--- config.mk ---
export PLATFORM = sky130hd
export DESIGN_NAME = amc_top
export DESIGN_NICKNAME = d
export VERILOG_FILES = /design/src/rtl/amc_pkg.sv /design/src/rtl/amc_cfg_bank.sv /design/src/rtl/amc_wait_sync.sv /design/src/rtl/amc_seq.sv /design/src/rtl/amc_top.sv
export SDC_FILE = /design/constraint.sdc
export NUM_CORES = 1
export LEC_CHECK = 0
export ABC_AREA = 1
export BUFFER_PORTS_ARGS = -buffer_cell sky130_fd_sc_hd__buf_2
export CORE_UTILIZATION = 25
export DETAILED_ROUTE_END_ITERATION = 6
export PLACE_DENSITY = 0.47
export SETUP_SLACK_MARGIN = 0.05
export SYNTH_ARGS = -nofsm -noshare
export SYNTH_HDL_FRONTEND = slang
export SYNTH_SLANG_ARGS = --single-unit
--- constraint.sdc ---
create_clock -name clk -period 3.6 [get_ports clk]
set_clock_uncertainty 0.2 [all_clocks]
set_input_delay 0.54 -clock clk [delete_from_list [all_inputs] [get_ports clk]]
set_output_delay 0.54 -clock clk [all_outputs]
set_load 0.1 [all_outputs]
--- src/rtl/amc_pkg.sv ---
package amc_pkg;

   localparam int REQ_DW = 32;
   localparam int BUS_DW = 16;
   localparam int CNT_W  = 6;

   typedef struct packed {
      logic       ext_wait;
      logic       sel_strobe;
      logic       wide;
      logic [2:0] turn;
      logic [3:0] wr_hold;
      logic [5:0] wr_strobe;
      logic [3:0] wr_setup;
      logic [3:0] rd_hold;
      logic [5:0] rd_strobe;
      logic [3:0] rd_setup;
   } cs_cfg_t;

   localparam int CFG_W = $bits(cs_cfg_t);

   typedef enum logic [2:0] {
      ST_IDLE, ST_TURN, ST_SETUP, ST_STROBE, ST_HOLD, ST_DONE
   } phase_e;

   // count reload value: a width of 0 behaves as 1
   function automatic logic [CNT_W-1:0] reload(input logic [CNT_W-1:0] w);
      return (w == '0) ? '0 : w - 1'b1;
   endfunction

endpackage

--- src/rtl/amc_cfg_bank.sv ---
module amc_cfg_bank
   import amc_pkg::*;
#(
   parameter int NUM_CS = 4,
   parameter int CS_W   = 2
) (
   input  logic            clk,
   input  logic            rst_n,
   input  logic            cfg_we,
   input  logic [CS_W-1:0] cfg_sel,
   input  logic [CFG_W-1:0] cfg_data,
   output cs_cfg_t         cfg_o [NUM_CS]
);

   for (genvar i = 0; i < NUM_CS; i++) begin : g_region
      cs_cfg_t word_q;
      always_ff @(posedge clk or negedge rst_n) begin
         if (!rst_n)
            word_q <= '0;
         else if (cfg_we && (cfg_sel == CS_W'(i)))
            word_q <= cs_cfg_t'(cfg_data);
      end
      assign cfg_o[i] = word_q;
   end

endmodule

--- src/rtl/amc_wait_sync.sv ---
module amc_wait_sync #(
   parameter int N      = 4,
   parameter int STAGES = 2
) (
   input  logic         clk,
   input  logic         rst_n,
   input  logic [N-1:0] d,
   output logic [N-1:0] q
);

   if (STAGES < 2) begin : g_bad_stages
      $error("amc_wait_sync needs at least two stages");
   end

   for (genvar i = 0; i < N; i++) begin : g_bit
      logic [STAGES-1:0] sh;
      always_ff @(posedge clk or negedge rst_n) begin
         if (!rst_n)
            sh <= '0;
         else
            sh <= {sh[STAGES-2:0], d[i]};
      end
      assign q[i] = sh[STAGES-1];
   end

endmodule

--- src/rtl/amc_seq.sv ---
module amc_seq
   import amc_pkg::*;
#(
   parameter int NUM_CS  = 4,
   parameter int CS_W    = 2,
   parameter int WIN_W   = 26,
   parameter int WADDR_W = 26
) (
   input  logic               clk,
   input  logic               rst_n,
   input  cs_cfg_t            cfg [NUM_CS],
   input  logic [NUM_CS-1:0]  wait_s,
   input  logic               req_valid,
   input  logic               req_write,
   input  logic [WADDR_W-1:0] req_waddr,
   input  logic [REQ_DW-1:0]  req_wdata,
   input  logic [3:0]         req_be,
   output logic               req_ready,
   output logic [REQ_DW-1:0]  req_rdata,
   output logic [WIN_W-1:0]   mem_addr,
   output logic [BUS_DW-1:0]  mem_dq_o,
   output logic               mem_dq_oe,
   input  logic [BUS_DW-1:0]  mem_dq_i,
   output logic [1:0]         mem_be_n,
   output logic [NUM_CS-1:0]  mem_cs_n,
   output logic               mem_oe_n,
   output logic               mem_we_n
);

   phase_e             st;
   logic [CNT_W-1:0]   cnt;
   logic [1:0]         beat;
   logic [CS_W-1:0]    cs_q, last_cs;
   logic               we_q, last_we, have_last;
   logic [WIN_W-3:0]   word_q;
   logic [REQ_DW-1:0]  wd_q, rd_q;
   logic [3:0]         be_q;

   logic [CS_W-1:0]    req_cs;
   cs_cfg_t            cur, nxt;
   logic [CNT_W-1:0]   setup_w, strobe_w, hold_w, nxt_setup;
   logic               last_beat, need_turn, stretch, active, cs_on;
   logic [1:0]         off;

   assign req_cs    = req_waddr[WADDR_W-1 -: CS_W];
   assign cur       = cfg[cs_q];
   assign nxt       = cfg[req_cs];
   assign setup_w   = CNT_W'(we_q ? cur.wr_setup : cur.rd_setup);
   assign strobe_w  = we_q ? cur.wr_strobe : cur.rd_strobe;
   assign hold_w    = CNT_W'(we_q ? cur.wr_hold : cur.rd_hold);
   assign nxt_setup = CNT_W'(req_write ? nxt.wr_setup : nxt.rd_setup);
   assign last_beat = cur.wide ? (beat == 2'd1) : (beat == 2'd3);
   assign need_turn = have_last && ((req_cs != last_cs) || (req_write != last_we))
                      && (nxt.turn != 3'd0);
   assign stretch   = cur.ext_wait && wait_s[cs_q];

   always_ff @(posedge clk or negedge rst_n) begin
      if (!rst_n) begin
         st        <= ST_IDLE;
         cnt       <= '0;
         beat      <= '0;
         cs_q      <= '0;
         last_cs   <= '0;
         we_q      <= 1'b0;
         last_we   <= 1'b0;
         have_last <= 1'b0;
         word_q    <= '0;
         wd_q      <= '0;
         rd_q      <= '0;
         be_q      <= '0;
      end else begin
         case (st)
            ST_IDLE: if (req_valid) begin
               cs_q   <= req_cs;
               we_q   <= req_write;
               word_q <= req_waddr[WIN_W-3:0];
               wd_q   <= req_wdata;
               be_q   <= req_be;
               beat   <= '0;
               if (need_turn) begin
                  st  <= ST_TURN;
                  cnt <= CNT_W'(nxt.turn) - 1'b1;
               end else begin
                  st  <= ST_SETUP;
                  cnt <= reload(nxt_setup);
               end
            end
            ST_TURN: if (cnt == '0) begin
               st  <= ST_SETUP;
               cnt <= reload(setup_w);
            end else cnt <= cnt - 1'b1;
            ST_SETUP: if (cnt == '0) begin
               st  <= ST_STROBE;
               cnt <= reload(strobe_w);
            end else cnt <= cnt - 1'b1;
            ST_STROBE: if (cnt != '0) cnt <= cnt - 1'b1;
            else if (!stretch) begin
               st  <= ST_HOLD;
               cnt <= reload(hold_w);
               if (!we_q) begin
                  if (cur.wide) rd_q[{beat[0], 4'b0} +: 16] <= mem_dq_i;
                  else          rd_q[{beat, 3'b0} +: 8]     <= mem_dq_i[7:0];
               end
            end
            ST_HOLD: if (cnt != '0) cnt <= cnt - 1'b1;
            else if (last_beat) begin
               st        <= ST_DONE;
               last_cs   <= cs_q;
               last_we   <= we_q;
               have_last <= 1'b1;
            end else begin
               beat <= beat + 2'd1;
               st   <= ST_SETUP;
               cnt  <= reload(setup_w);
            end
            ST_DONE: st <= ST_IDLE;
            default: st <= ST_IDLE;
         endcase
      end
   end

   assign active    = (st == ST_SETUP) || (st == ST_STROBE) || (st == ST_HOLD);
   assign cs_on     = cur.sel_strobe ? (st == ST_STROBE) : active;
   assign off       = cur.wide ? {beat[0], 1'b0} : beat;

   assign mem_cs_n  = ~(cs_on ? (NUM_CS'(1) << cs_q) : NUM_CS'(0));
   assign mem_oe_n  = !((st == ST_STROBE) && !we_q);
   assign mem_we_n  = !((st == ST_STROBE) && we_q);
   assign mem_dq_oe = active && we_q;
   assign mem_addr  = {word_q, off};
   assign mem_dq_o  = cur.wide ? wd_q[{beat[0], 4'b0} +: 16] : {8'h00, wd_q[{beat, 3'b0} +: 8]};
   assign mem_be_n  = cur.wide ? ~be_q[{beat[0], 1'b0} +: 2] : {1'b1, ~be_q[beat]};
   assign req_ready = (st == ST_DONE);
   assign req_rdata = rd_q;

endmodule

--- src/rtl/amc_top.sv ---
module amc_top
   import amc_pkg::*;
#(
   parameter  int NUM_CS      = 4,
   parameter  int WIN_W       = 26,
   parameter  int SYNC_STAGES = 2,
   localparam int CS_W        = $clog2(NUM_CS),
   localparam int WADDR_W     = CS_W + WIN_W - 2
) (
   input  logic               clk,
   input  logic               rst_n,
   input  logic               cfg_we,
   input  logic [CS_W-1:0]    cfg_sel,
   input  logic [CFG_W-1:0]   cfg_data,
   input  logic               req_valid,
   input  logic               req_write,
   input  logic [WADDR_W-1:0] req_waddr,
   input  logic [REQ_DW-1:0]  req_wdata,
   input  logic [3:0]         req_be,
   output logic               req_ready,
   output logic [REQ_DW-1:0]  req_rdata,
   output logic [WIN_W-1:0]   mem_addr,
   output logic [BUS_DW-1:0]  mem_dq_o,
   output logic               mem_dq_oe,
   input  logic [BUS_DW-1:0]  mem_dq_i,
   output logic [1:0]         mem_be_n,
   output logic [NUM_CS-1:0]  mem_cs_n,
   output logic               mem_oe_n,
   output logic               mem_we_n,
   input  logic [NUM_CS-1:0]  mem_wait
);

   if (NUM_CS < 2 || NUM_CS > 16) begin : g_bad_cs
      $error("amc_top: NUM_CS must lie in 2..16");
   end
   if (WIN_W < 3) begin : g_bad_win
      $error("amc_top: WIN_W must be at least 3");
   end

   cs_cfg_t           cfg [NUM_CS];
   logic [NUM_CS-1:0] wait_s;

   amc_cfg_bank #(.NUM_CS(NUM_CS), .CS_W(CS_W)) u_cfg (
      .clk(clk), .rst_n(rst_n), .cfg_we(cfg_we), .cfg_sel(cfg_sel),
      .cfg_data(cfg_data), .cfg_o(cfg)
   );

   amc_wait_sync #(.N(NUM_CS), .STAGES(SYNC_STAGES)) u_sync (
      .clk(clk), .rst_n(rst_n), .d(mem_wait), .q(wait_s)
   );

   amc_seq #(.NUM_CS(NUM_CS), .CS_W(CS_W), .WIN_W(WIN_W), .WADDR_W(WADDR_W)) u_seq (
      .clk(clk), .rst_n(rst_n), .cfg(cfg), .wait_s(wait_s),
      .req_valid(req_valid), .req_write(req_write), .req_waddr(req_waddr),
      .req_wdata(req_wdata), .req_be(req_be), .req_ready(req_ready),
      .req_rdata(req_rdata), .mem_addr(mem_addr), .mem_dq_o(mem_dq_o),
      .mem_dq_oe(mem_dq_oe), .mem_dq_i(mem_dq_i), .mem_be_n(mem_be_n),
      .mem_cs_n(mem_cs_n), .mem_oe_n(mem_oe_n), .mem_we_n(mem_we_n)
   );

endmodule

==> results of run 1 <==
[layout make-up]
type | count | area, um^2
fill | 5175 | 32780
clock inverter | 14 | 198.9
tap | 664 | 830.8
multi-input combinational | 1061 | 5435
timing repair buffer | 300 | 2165
inverter | 124 | 476.7
clock buffer | 42 | 907.1
sequential | 254 | 6359
[through the flow]
stage          total power [W]  hold slack [ns]  instance area [um^2]  worst slack [ns]  instances
2_1_floorplan         0.009771          0.04441                 12560          0.005808       1513
3_3_place_gp           0.01191           0.1353                 14630            0.4210       2341
3_5_place_dp           0.01195           0.1347                 14630            0.4073       2341
4_1_cts                0.01546        0.0004823                 16360            0.1072       2459
5_1_grt                0.01622          0.04003                 16370           0.06147       2459
6_report               0.01533          0.04189                 16370            0.2526       2459
[kinds of logic after synthesis]
family | Yosys count | synth area share [%]
DFF | 254 | 50.86
and+or+nand+nor | 671 | 21.68
buffers and inverters | 198 | 6.268
xor gates and xnor gates | 7 | 0.4906
muxes | 68 | 6.127
AOI/OAI and AO/OA | 306 | 13.68
adders and majority gates | 9 | 0.9011
[critical path, stage by stage (launching register included)]
cell and delay, ns:
dfrtp_2 0.49, nand2_4 0.16, nor2_2 0.05, a21oi_2 0.11, nand2_2 0.18, nand2_1 0.10, buf_4 0.33, o21ai_2 0.16
o221ai_2 0.23, buf_12 0.21
[power groups by stage]
stage	combinational [W]	sequential, W	clock, W
2_1_floorplan	0.00447	0.00530	0
3_3_place_gp	0.00787	0.00403	0
3_5_place_dp	0.00791	0.00404	0
4_1_cts	0.00799	0.00400	0.00347
5_1_grt	0.00856	0.00410	0.00357
6_report	0.00797	0.00401	0.00336
[timing repair]
action,CTS,global route
endpoints found under the hold margin,124,0
cloned,0,0
resized for setup,3,5
hold buffers,62,0
endpoints found under the setup margin,8,13
[how the worst max path moves through the flow]
stage	start	endpoint	slack, ns	depth (start not counted)
global route	u_seq.cs_q[0]$_DFFE_PN0P_	mem_dq_o[7]	0.06	10
finish	u_seq.cs_q[0]$_DFFE_PN0P_	mem_be_n[0]	0.25	9
detailed placement	req_waddr[24]	u_seq.cnt[5]$_DFFE_PN0P_	0.41	13
CTS	u_seq.cs_q[1]$_DFFE_PN0P_	mem_dq_o[7]	0.11	11
floorplan	u_seq.cs_q[1]$_DFFE_PN0P_	mem_be_n[0]	0.006	10
global placement	req_waddr[25]	u_seq.cnt[5]$_DFFE_PN0P_	0.42	13
[sequential cells by signal, summed over array words and instances (netlist names)]
signal and count:
u_cfg.cfg_o 136, u_seq.last_cs 2, u_seq.req_rdata 32, u_seq.last_we 1
u_seq.we_q 1, u_sync.g_bit.sh 8, u_seq.st 3, u_seq.have_last 1
u_seq.wd_q 32, u_seq.beat 2, u_seq.be_q 4, u_seq.cs_q 2
u_seq.word_q 24, u_seq.cnt 6
[synthesized netlist by cell type, types with 2 or more instances]
master | count | area [um^2]
inv_1 | 120 | 450.4
or2_2 | 3 | 18.77
buf_1 | 5 | 18.77
inv_2 | 3 | 11.26
nand3_2 | 2 | 20.02
o221ai_1 | 9 | 78.83
nand3b_1 | 2 | 15.01
o21ai_1 | 16 | 80.08
a21oi_4 | 2 | 32.53
nor2_1 | 74 | 277.8
a31oi_1 | 2 | 12.51
o211ai_1 | 8 | 60.06
a22oi_1 | 12 | 90.09
nand2_1 | 511 | 1918
o21ai_0 | 191 | 955.9
dfrtp_1 | 254 | 6356
nand2_4 | 3 | 33.78
a21oi_1 | 38 | 190.2
xor2_1 | 3 | 26.28
buf_6 | 2 | 22.52
mux2_2 | 68 | 765.7
buf_2 | 17 | 85.08
nand3_1 | 53 | 265.3
o22ai_1 | 18 | 112.6
o22a_1 | 2 | 17.52
nand4_1 | 8 | 50.05
xnor2_1 | 4 | 35.03
nor2_2 | 5 | 31.28
nand2_2 | 4 | 25.02
ha_1 | 9 | 112.6
nor3_1 | 3 | 15.01
clkbuf_1 | 49 | 183.9
[metal layers]
| layer | vias to the layer above | global-route usage [%] | share of wire (%) |
|---|---|---|---|
| li1 | 5450 | - | - |
| met1 | 5270 | 20.00 | 44 |
| met2 | 272 | 26.10 | 49 |
| met3 | 84 | 1.965 | 3.7 |
| met4 | 4 | 6.122 | 3.4 |
| met5 | - | 0 | 0.069 |
==> metrics.yaml, run 1 <==
status:
  status: "finished, final reports clean"
cts:
  insertion_delay_ns: 0.57
  cts.clk_slew.worst_paths_ns: 0.07
  cts_sinks: 254
  clockBufferDepth: 3
  cts_tree: "done"
  cts_root_buf: "clkbuf_16"
  cts_setup_buffers: 0
  htreeDepth: 1
  cts_made_buffers: 30
setup_path:
  setup.worst_path.start_class: "flip-flop"
  critical_path_class: "reg2out"
  timing.rr.start: "u_seq.cs_q[0]$_DFFE_PN0P_"
  crit_path_end_kind: "primary output"
  rr_endpoint: "u_seq.req_rdata[11]$_DFFE_PN0P_"
  reg2reg_slack_ns: 0.82
  r2r_cells: 10
  cp.arrival_ns: 2.61
  cp_max_fo: 21
  worstPathRequired_ns: 2.86
grt:
  grt_pass1_wl_um: 62220
  grtUsageTotal_pct: 15.46
  grt_start_max_net_pins: 74
  antenna_found_initial: 2
  grt_pass1_vias: 11180
  grt_overflow: 0
finish:
  mostFrequentLayoutCell: "nand2_1"
  post-route-util_pct: 33.31
  nets: 1903
  layout-drive-gt1-share_pct: 22.62
  syn_to_final_growth_pct: 31.01
  diodes: 0
  final_cell_mix: "nand2_1 (508), dfrtp_1 (252), buf_2 (190)"
pwr:
  power_frac_clock_pct: 21.9
  p_seq_share_pct: 26.1
  p_sw_share_pct: 48.39
  power_switching_w: 0.007420
  ir_drop_mv: 0.4229
  leakage_nw: 8.034
  internal_power_w: 0.007914
  comb_power_share_pct: 52.0
  powerDensity_nw_per_um2: 936.6
detailed_routing:
  drtAntennaViolNets: 0
  wirelength_um: 39210
  drt_iter0_drc: 721
  num_vias: 11080
  via_per_inst: 4.506
  firstDrtPassIters: 5
  routedWlPerCell_um: 15.95
  drc: 0
synthesis:
  syn_avg_cell_area_um2: 8.260
  synth_cell_types: 45
  synth_warnings: 0
  async_flop_share_pct: 100.0
  netlist_area_um2: 12500
  synth_seq_cells: 254
  seq_area_frac_synth_pct: 50.86
  synth_flop_cell: "dfrtp_1"
  synth_edf_count: 0
  synthCells: 1513
  syn_nets: 1645
timing:
  finalCriticalPeriod_ns: 3.347
  tightest_slew_ns: 1.015
  hold_viol_final: 0
  setup_violations: 0
  maxSlewHeadroom_pct: 31.74
  period_share_pct: 92.98
  slew_violations: 0
  rsz0062_at_grt: "no"
  final.setup.tns_ns: 0
  fmax_mhz: 298.7
place:
  port-buffer-count: 206
  dp_hpwl_um: 26970
  routabilityCongestion: 0.8662
die:
  die_x_um: 225.6
  start_util_pct: 25.42
  ios: 207
  core_um2: 49150
  rows: 81
  die_h_um: 225.6
  dieArea_um2: 50890
worst_hold_path:
  holdPathStages: 3
  min_to: "u_seq.wd_q[17]$_DFFE_PN0P_"
  hold_start: "req_wdata[17]"
  hp-class: "in2reg"
job:
  max_cap_viol_count: 0
Power figures use the tool's default switching activity.
==> run 2: changes to the inputs <==
--- a/config.mk
+++ b/config.mk
@@ -7,9 +7,11 @@
 export LEC_CHECK = 0
 export ABC_AREA = 1
 export BUFFER_PORTS_ARGS = -buffer_cell sky130_fd_sc_hd__buf_2
+export CELL_PAD_IN_SITES_DETAIL_PLACEMENT = 1
+export CELL_PAD_IN_SITES_GLOBAL_PLACEMENT = 1
 export CORE_UTILIZATION = 25
 export DETAILED_ROUTE_END_ITERATION = 6
-export PLACE_DENSITY = 0.47
+export PLACE_DENSITY = 0.57
 export SETUP_SLACK_MARGIN = 0.05
 export SYNTH_ARGS = -nofsm -noshare
 export SYNTH_HDL_FRONTEND = slang
==> constraint.sdc (replaced) <==
create_clock -name clk -period 3.6 [get_ports clk]
set_clock_uncertainty 0.2 [all_clocks]
set_input_delay 0.54 -clock clk [delete_from_list [all_inputs] [get_ports clk]]
set_output_delay 0.54 -clock clk [all_outputs]
set_load 0.01 [all_outputs]
==> run 2 against run 1 <==
Against the previous run: die area unchanged; wire length grew 11%; first-iteration DRC count down 26%; sequential power barely moved; combinational power is 36% lower; sequential cell count stayed put; fmax decreased by 3.0%; non-clock buffer count is 10 higher; critical path depth up 2; global-route usage increased by 2.0 points; largest cell class unchanged; highest routed layer is now met4.
==> metrics.yaml, run 2 (synthesized netlist as in run 1, its figures left out) <==
worst_hold_path:
  hold_start: "req_wdata[18]"
  holdPathStages: 3  # unchanged
  hp-class: "in2reg"
  min_to: "u_seq.wd_q[18]$_DFFE_PN0P_"
finish:
  nets: 1914  # +0.58%
  mostFrequentLayoutCell: "nand2_1"
  syn_to_final_growth_pct: 28.35
  layout-drive-gt1-share_pct: 21.56  # -1.1 points
  multiInputGateArea_um2: 5375  # -1.1%
  final_cell_mix: "nand2_1 (508), dfrtp_1 (253), buf_2 (205)"
  regArea_um2: 6357  # about the same
  diodes: 0  # unchanged
  fill_cells: 5891  # +14%
  largest_reg_flops: 136  # unchanged
setup_path:
  crit_chain: "inv_2, nand2_4, nor2_2, a21oi_2, nand2_2, inv_2, nand2_4, clkinv_2, a22oi_1, o221ai_1, buf_2"
  cp_num_buf_inv: 4  # +2
  setup.worst_path.start_class: "flip-flop"
  reg2reg_slack_ns: 0.81  # about the same
  r2r_cells: 14  # +4
  cp_max_fo: 14  # -33%
  cp.arrival_ns: 2.71  # +0.10 ns
  rr_endpoint: "u_seq.cnt[4]$_DFFE_PN0P_"
  slowest_delay_ns: 0.48  # about the same
  critPathTopFamily: "buffers and inverters"
  timing.rr.start: "u_seq.cs_q[1]$_DFFE_PN0P_"
  critical_path_class: "reg2out"
  crit_path_top_delay_cell: "dfrtp_1"
  crit_path_end_kind: "primary output"
  worstPathRequired_ns: 2.86  # about the same
timing:
  maxSlewHeadroom_pct: 26.76  # -5.0 points
  finalCriticalPeriod_ns: 3.450  # +0.1029 ns
  period_share_pct: 95.84  # +2.9 points
  fmax_mhz: 289.8  # -3.0%
  rsz0062_at_grt: "yes"
  setup_violations: 0  # unchanged
  slew_violations: 0  # unchanged
  hold_viol_final: 0  # unchanged
  final.setup.tns_ns: 0  # unchanged
  tightest_slew_ns: 1.089  # +0.07402 ns
detailed_routing:
  firstDrtPassIters: 4  # -1
  num_vias: 11340  # +2.3%
  drt_iter0_drc: 530  # -26%
  wirelength_um: 43660  # +11%
  drtAntennaViolNets: 0  # unchanged
  via_per_inst: 4.593  # +1.9%
  routedWlPerCell_um: 17.69  # +11%
  drc: 0  # unchanged
die:
  die_x_um: 225.6  # unchanged
  ios: 207  # unchanged
  core_um2: 49150  # unchanged
  die_h_um: 225.6  # unchanged
  dieArea_um2: 50890  # unchanged
  rows: 81  # unchanged
  start_util_pct: 25.42  # unchanged
grt:
  grt_pass1_wl_um: 69680  # +12%
  grt_start_max_net_pins: 97  # +31%
  grtUsageTotal_pct: 17.41  # +2.0 points
  grt_pass1_vias: 12300  # +10%
  antenna_found_initial: 0  # -2
  grt_overflow: 0  # unchanged
cts:
  cts_made_buffers: 31  # +3.3%
  insertion_delay_ns: 0.59  # +0.02 ns
  cts.clk_slew.worst_paths_ns: 0.06  # about the same
  cts_tree: "done"
  cts_root_buf: "clkbuf_16"
  cts_sinks: 254  # unchanged
  htreeDepth: 1  # unchanged
  clockBufferDepth: 3  # unchanged
pwr:
  power_frac_clock_pct: 24.9  # +3.0 points
  leakage_nw: 7.918  # -1.4%
  internal_power_w: 0.007185  # -9.2%
  power_switching_w: 0.004933  # -34%
  powerDensity_nw_per_um2: 755.4  # -19%
  p_seq_share_pct: 33.3  # +7.2 points
  p_sw_share_pct: 40.71  # -7.7 points
  power.total_w: 0.01212  # -21%
  ir_drop_mv: 0.3627  # -14%
  comb_power_share_pct: 41.8  # -10 points
place:
  dp_hpwl_um: 30320  # +12%
  port-buffer-count: 206  # unchanged
  routabilityCongestion: 0.8439  # -2.6%
status:
  status: "finished, final reports clean"
job:
  max_cap_viol_count: 0  # unchanged
==> run 2: cell types whose count changed in the layout (fill, tap and decap cells not counted), moves of 2 or more <==
cell	delta
o221ai_1	+9
dlygate4sd3_1	+7
buf_2	+15
clkinv_2	-2
o221ai_2	-9
o21ai_0	+2
clkbuf_1	+7
bufinv_16	-5
buf_4	+3
buf_12	-15
==> run 2: routing by layer <==
| metal | GRT usage (%) | wire, um | vias up |
|---|---|---|---|
| li1 | - | - | 5459 |
| met1 | 22.51 | 19550 | 5617 |
| met2 | 30.52 | 21690 | 194 |
| met3 | 1.978 | 1392 | 65 |
| met4 | 4.850 | 1034 | 0 |
| met5 | 0 | 0 | - |
==> run 2: power by group through the flow <==
stage	logic (W)	registers (W)	clock network (W)
final	0.00507	0.00403	0.00302
after global routing	0.00570	0.00412	0.00324
after CTS	0.00510	0.00402	0.00314
after detailed placement	0.00502	0.00407	0
after global placement	0.00492	0.00404	0
after floorplan	0.00318	0.00403	0
==> run 2: per-stage QoR <==
stage / util (%) / instances / setup WS [ns] / instance area (um^2) / hold WS, ns
global route: 32.63 / 2468 / -0.02732 / 16040 / 0.02575
floorplan: - / 1513 / 1.044 / 12500 / 0.04441
CTS: 32.63 / 2468 / 0.1166 / 16040 / 0.005816
detailed placement: 29.23 / 2344 / 0.5817 / 14370 / 0.1401
global placement: 29.23 / 2344 / 0.6703 / 14370 / 0.1360
finish: 32.63 / 2468 / 0.1496 / 16040 / 0.04779
==> run 2: worst register-to-register path, cell delays in order (launching register included) <==
cell,delay [ns]
dfrtp_1,0.48
inv_2,0.11
nand2_4,0.14
nor2_2,0.05
a21oi_2,0.11
nand2_2,0.17
nand2_1,0.44
nand2_1,0.14
nand2_2,0.15
nor2_4,0.06
nand2_4,0.11
nand3_2,0.23
nor2_1,0.22
nand2_1,0.08
nand2_1,0.06
==> run 2: area by class of cell <==
cell class	count	share of cell area [%]
clock buffer	49	5.819
tap	664	5.179
clock inverter	6	0.2808
sequential	254	39.63
inverter	124	2.910
timing repair buffer	310	12.67
multi-input combinational	1061	33.51
==> run 2: what timing repair did <==
| item | in CTS | in global routing |
|---|---|---|
| hold buffers | 69 | 0 |
| resized for setup | 2 | 0 |
| endpoints found under the setup margin | 8 | 9 |
| buffers inserted | 0 | 0 |
| hold endpoints to repair | 157 | 0 |
==> run 2: worst max path at each step <==
stage	startpoint	end	slack, ns	cells after the start
2_1_floorplan	u_seq.cs_q[1]$_DFFE_PN0P_	mem_be_n[0]	1.04	10
3_3_place_gp	req_waddr[24]	u_seq.cnt[2]$_DFFE_PN0P_	0.67	14
3_5_place_dp	u_seq.cs_q[0]$_DFFE_PN0P_	mem_dq_o[2]	0.58	10
4_1_cts	u_seq.cs_q[1]$_DFFE_PN0P_	mem_dq_o[2]	0.12	11
5_1_grt	u_seq.cs_q[1]$_DFFE_PN0P_	mem_dq_o[2]	-0.03	11
6_report	u_seq.cs_q[1]$_DFFE_PN0P_	mem_dq_o[2]	0.15	11
==> run 3: changes to the inputs <==
==> constraint.sdc (replaced) <==
create_clock -name clk -period 4 [get_ports clk]
set_clock_uncertainty 0.2 [all_clocks]
set_input_delay 0.6 -clock clk [delete_from_list [all_inputs] [get_ports clk]]
set_output_delay 0.6 -clock clk [all_outputs]
set_load 0.01 [all_outputs]
==> run 3 against run 2 <==
Against the previous run: die area unchanged; non-clock buffer count decreased by 75; sequential cell count unchanged; register-to-register slack improved by 0.11 ns.
==> metrics.yaml, run 3 (synthesized netlist as in run 1, its figures left out) <==
cts:
  cts_made_buffers: 34  # +9.7%
  clockBufferDepth: 3  # unchanged
  insertion_delay_ns: 0.55  # -0.04 ns
  cts_root_buf: "clkbuf_16"
  cts_sinks: 254  # unchanged
  htreeDepth: 2  # +1
  cts.clk_slew.worst_paths_ns: 0.06  # about the same
  cts_setup_buffers: 0  # unchanged
  cts_tree: "done"
setup_path:
  cp_num_buf_inv: 4  # unchanged
  r2r_cells: 17  # +3
  cp_max_fo: 19  # +5
  critical_path_class: "reg2out"
  setup.worst_path.start_class: "flip-flop"
  worstSetupPathDepth: 11  # unchanged
  slowest_delay_ns: 0.40  # -0.08 ns
  cp.arrival_ns: 2.96  # +0.25 ns
  worstPathRequired_ns: 3.20  # +0.34 ns
  critPathTopFamily: "buffers and inverters"
  crit_top_cell: "nand2_4"
  crit_path_end_kind: "primary output"
  crit_path_top_delay_cell: "dfrtp_1"
  crit_chain: "inv_4, nand2_4, nor2_2, a21oi_2, nand2_2, inv_2, nand2_4, clkinv_1, a22oi_1, o221ai_1, buf_2"
finish:
  layout-drive-gt1-share_pct: 22.15  # +0.58 points
  post-route-util_pct: 31.50  # -1.1 points
  stdcell_count: 2400  # -2.8%
  regArea_um2: 6356  # about the same
  nets: 1842  # -3.8%
  largest_reg_flops: 136  # unchanged
  fill_cells: 5883  # -0.14%
  mostFrequentLayoutCell: "nand2_1"
  multiInputGateArea_um2: 5380  # about the same
  final_cell_mix: "nand2_1 (507), dfrtp_1 (254), buf_2 (205)"
  syn_to_final_growth_pct: 23.89
pwr:
  ir_drop_mv: 0.3160  # -13%
  powerDensity_nw_per_um2: 717.2  # -5.1%
  leakage_nw: 7.670  # -3.1%
detailed_routing:
  drc: 0  # unchanged
  wirelength_um: 41630  # -4.6%
  via_per_inst: 4.553  # -0.86%
  firstDrtPassIters: 4  # unchanged
  routedWlPerCell_um: 17.35  # -1.9%
  num_vias: 10930  # -3.6%
  drt_iter0_drc: 594  # +12%
  drtAntennaViolNets: 0  # unchanged
die:
  rows: 81  # unchanged
  die_h_um: 225.6  # unchanged
  core_um2: 49150  # unchanged
  dieArea_um2: 50890  # unchanged
  start_util_pct: 25.42  # unchanged
  die_x_um: 225.6  # unchanged
  ios: 207  # unchanged
place:
  routabilityCongestion: 0.8100  # -4.0%
  dp_hpwl_um: 29540  # -2.6%
  port-buffer-count: 206  # unchanged
  dp.cells: 2333  # -0.47%
worst_hold_path:
  hp-class: "in2reg"
  holdPathStages: 2  # -1
timing:
  final.setup.tns_ns: 0  # unchanged
  rsz0062_at_grt: "no"
  maxSlewHeadroom_pct: 34.95  # +8.2 points
  slew_violations: 0  # unchanged
  setup_violations: 0  # unchanged
  finalCriticalPeriod_ns: 3.758
  fmax_mhz: 266.1
  period_share_pct: 93.95
  tightest_slew_ns: 0.9675  # -0.1218 ns
  hold_viol_final: 0  # unchanged
grt:
  grt_pass1_wl_um: 66160  # -5.1%
  grt_pass1_vias: 11720  # -4.7%
  antenna_found_initial: 2  # +2
  grt_start_max_net_pins: 72  # -26%
  grtUsageTotal_pct: 16.73  # -0.68 points
  grt_overflow: 0  # unchanged
job:
  max_cap_viol_count: 0  # unchanged
status:
  status: "finished, final reports clean"
-- run 3: changes by cell type in the layout (fill, tap and decap cells not counted), sizes merged --
| cell | before | now |
|---|---|---|
| clkbuf | 49 | 50 |
| bufinv | 0 | 2 |
| inv | 124 | 125 |
| diode | 0 | 2 |
| clkinv | 6 | 7 |
| dlygate4sd3 | 69 | 5 |
| buf | 241 | 230 |
-- run 3: area by class of cell --
type,count,share of cell area (%)
clock inverters,10,0.7677
flip-flops and latches,254,41.05
clock buffers,50,6.473
multi-input cells,1061,34.75
repair buffers,235,8.534
well taps,664,5.366
diodes,2,0.03233
inverters,124,3.022
-- run 3: what timing repair did --
action	4_1_cts	5_1_grt
resized for setup	0	5
hold buffers	5	0
setup endpoints to repair	0	12
endpoints found under the hold margin	71	0
-- run 3: routing by layer --
metal / routed length, um / global-route usage, % / up-vias
met5: 0 / 0 / -
met4: 1253 / 6.496 / 0
met3: 1402 / 2.472 / 68
met2: 20420 / 28.47 / 174
met1: 18560 / 21.28 / 5353
li1: - / - / 5333
-- run 3: power by group --
part	switching, W	internal (W)	total [W]
logic	0.00283	0.00158	0.00441
registers	0.000401	0.00322	0.00362
clock network	0.00120	0.00187	0.00307
-- run 3: worst paths after layout --
| kind | from | to | slack, ns |
|---|---|---|---|
| setup / recovery | u_seq.cs_q[1]$_DFFE_PN0P_ | mem_dq_o[7] | 0.24 |
| hold / removal | req_waddr[23] | u_seq.word_q[23]$_DFFE_PN0P_ | 0.08 |
| setup reg to reg | u_seq.cs_q[0]$_DFFE_PN0P_ | u_seq.cnt[2]$_DFFE_PN0P_ | 0.92 |
| hold reg to reg | u_sync.g_bit[2].sh[0]$_DFF_PN0_ | u_sync.g_bit[2].sh[1]$_DFF_PN0_ | 0.16 |
| max in group asynchronous | rst_n | u_cfg.cfg_o[105]$_DFFE_PN0P_ | 2.36 |
| min in group asynchronous | rst_n | u_cfg.cfg_o[8]$_DFFE_PN0P_ | 0.43 |
-- run 3: per-stage QoR --
step                instance area [um^2]  setup slack, ns  hold WS, ns  power, W
detailed placement                 14300           0.6240       0.1418  0.008105
global route                       15480          0.09176      0.05984   0.01196
global placement                   14300           0.6705       0.1372  0.008008
CTS                                15470          0.07073      0.04356   0.01127
floorplan                          12500            1.384       0.1044  0.006481
finish                             15480           0.2419      0.07984   0.01110
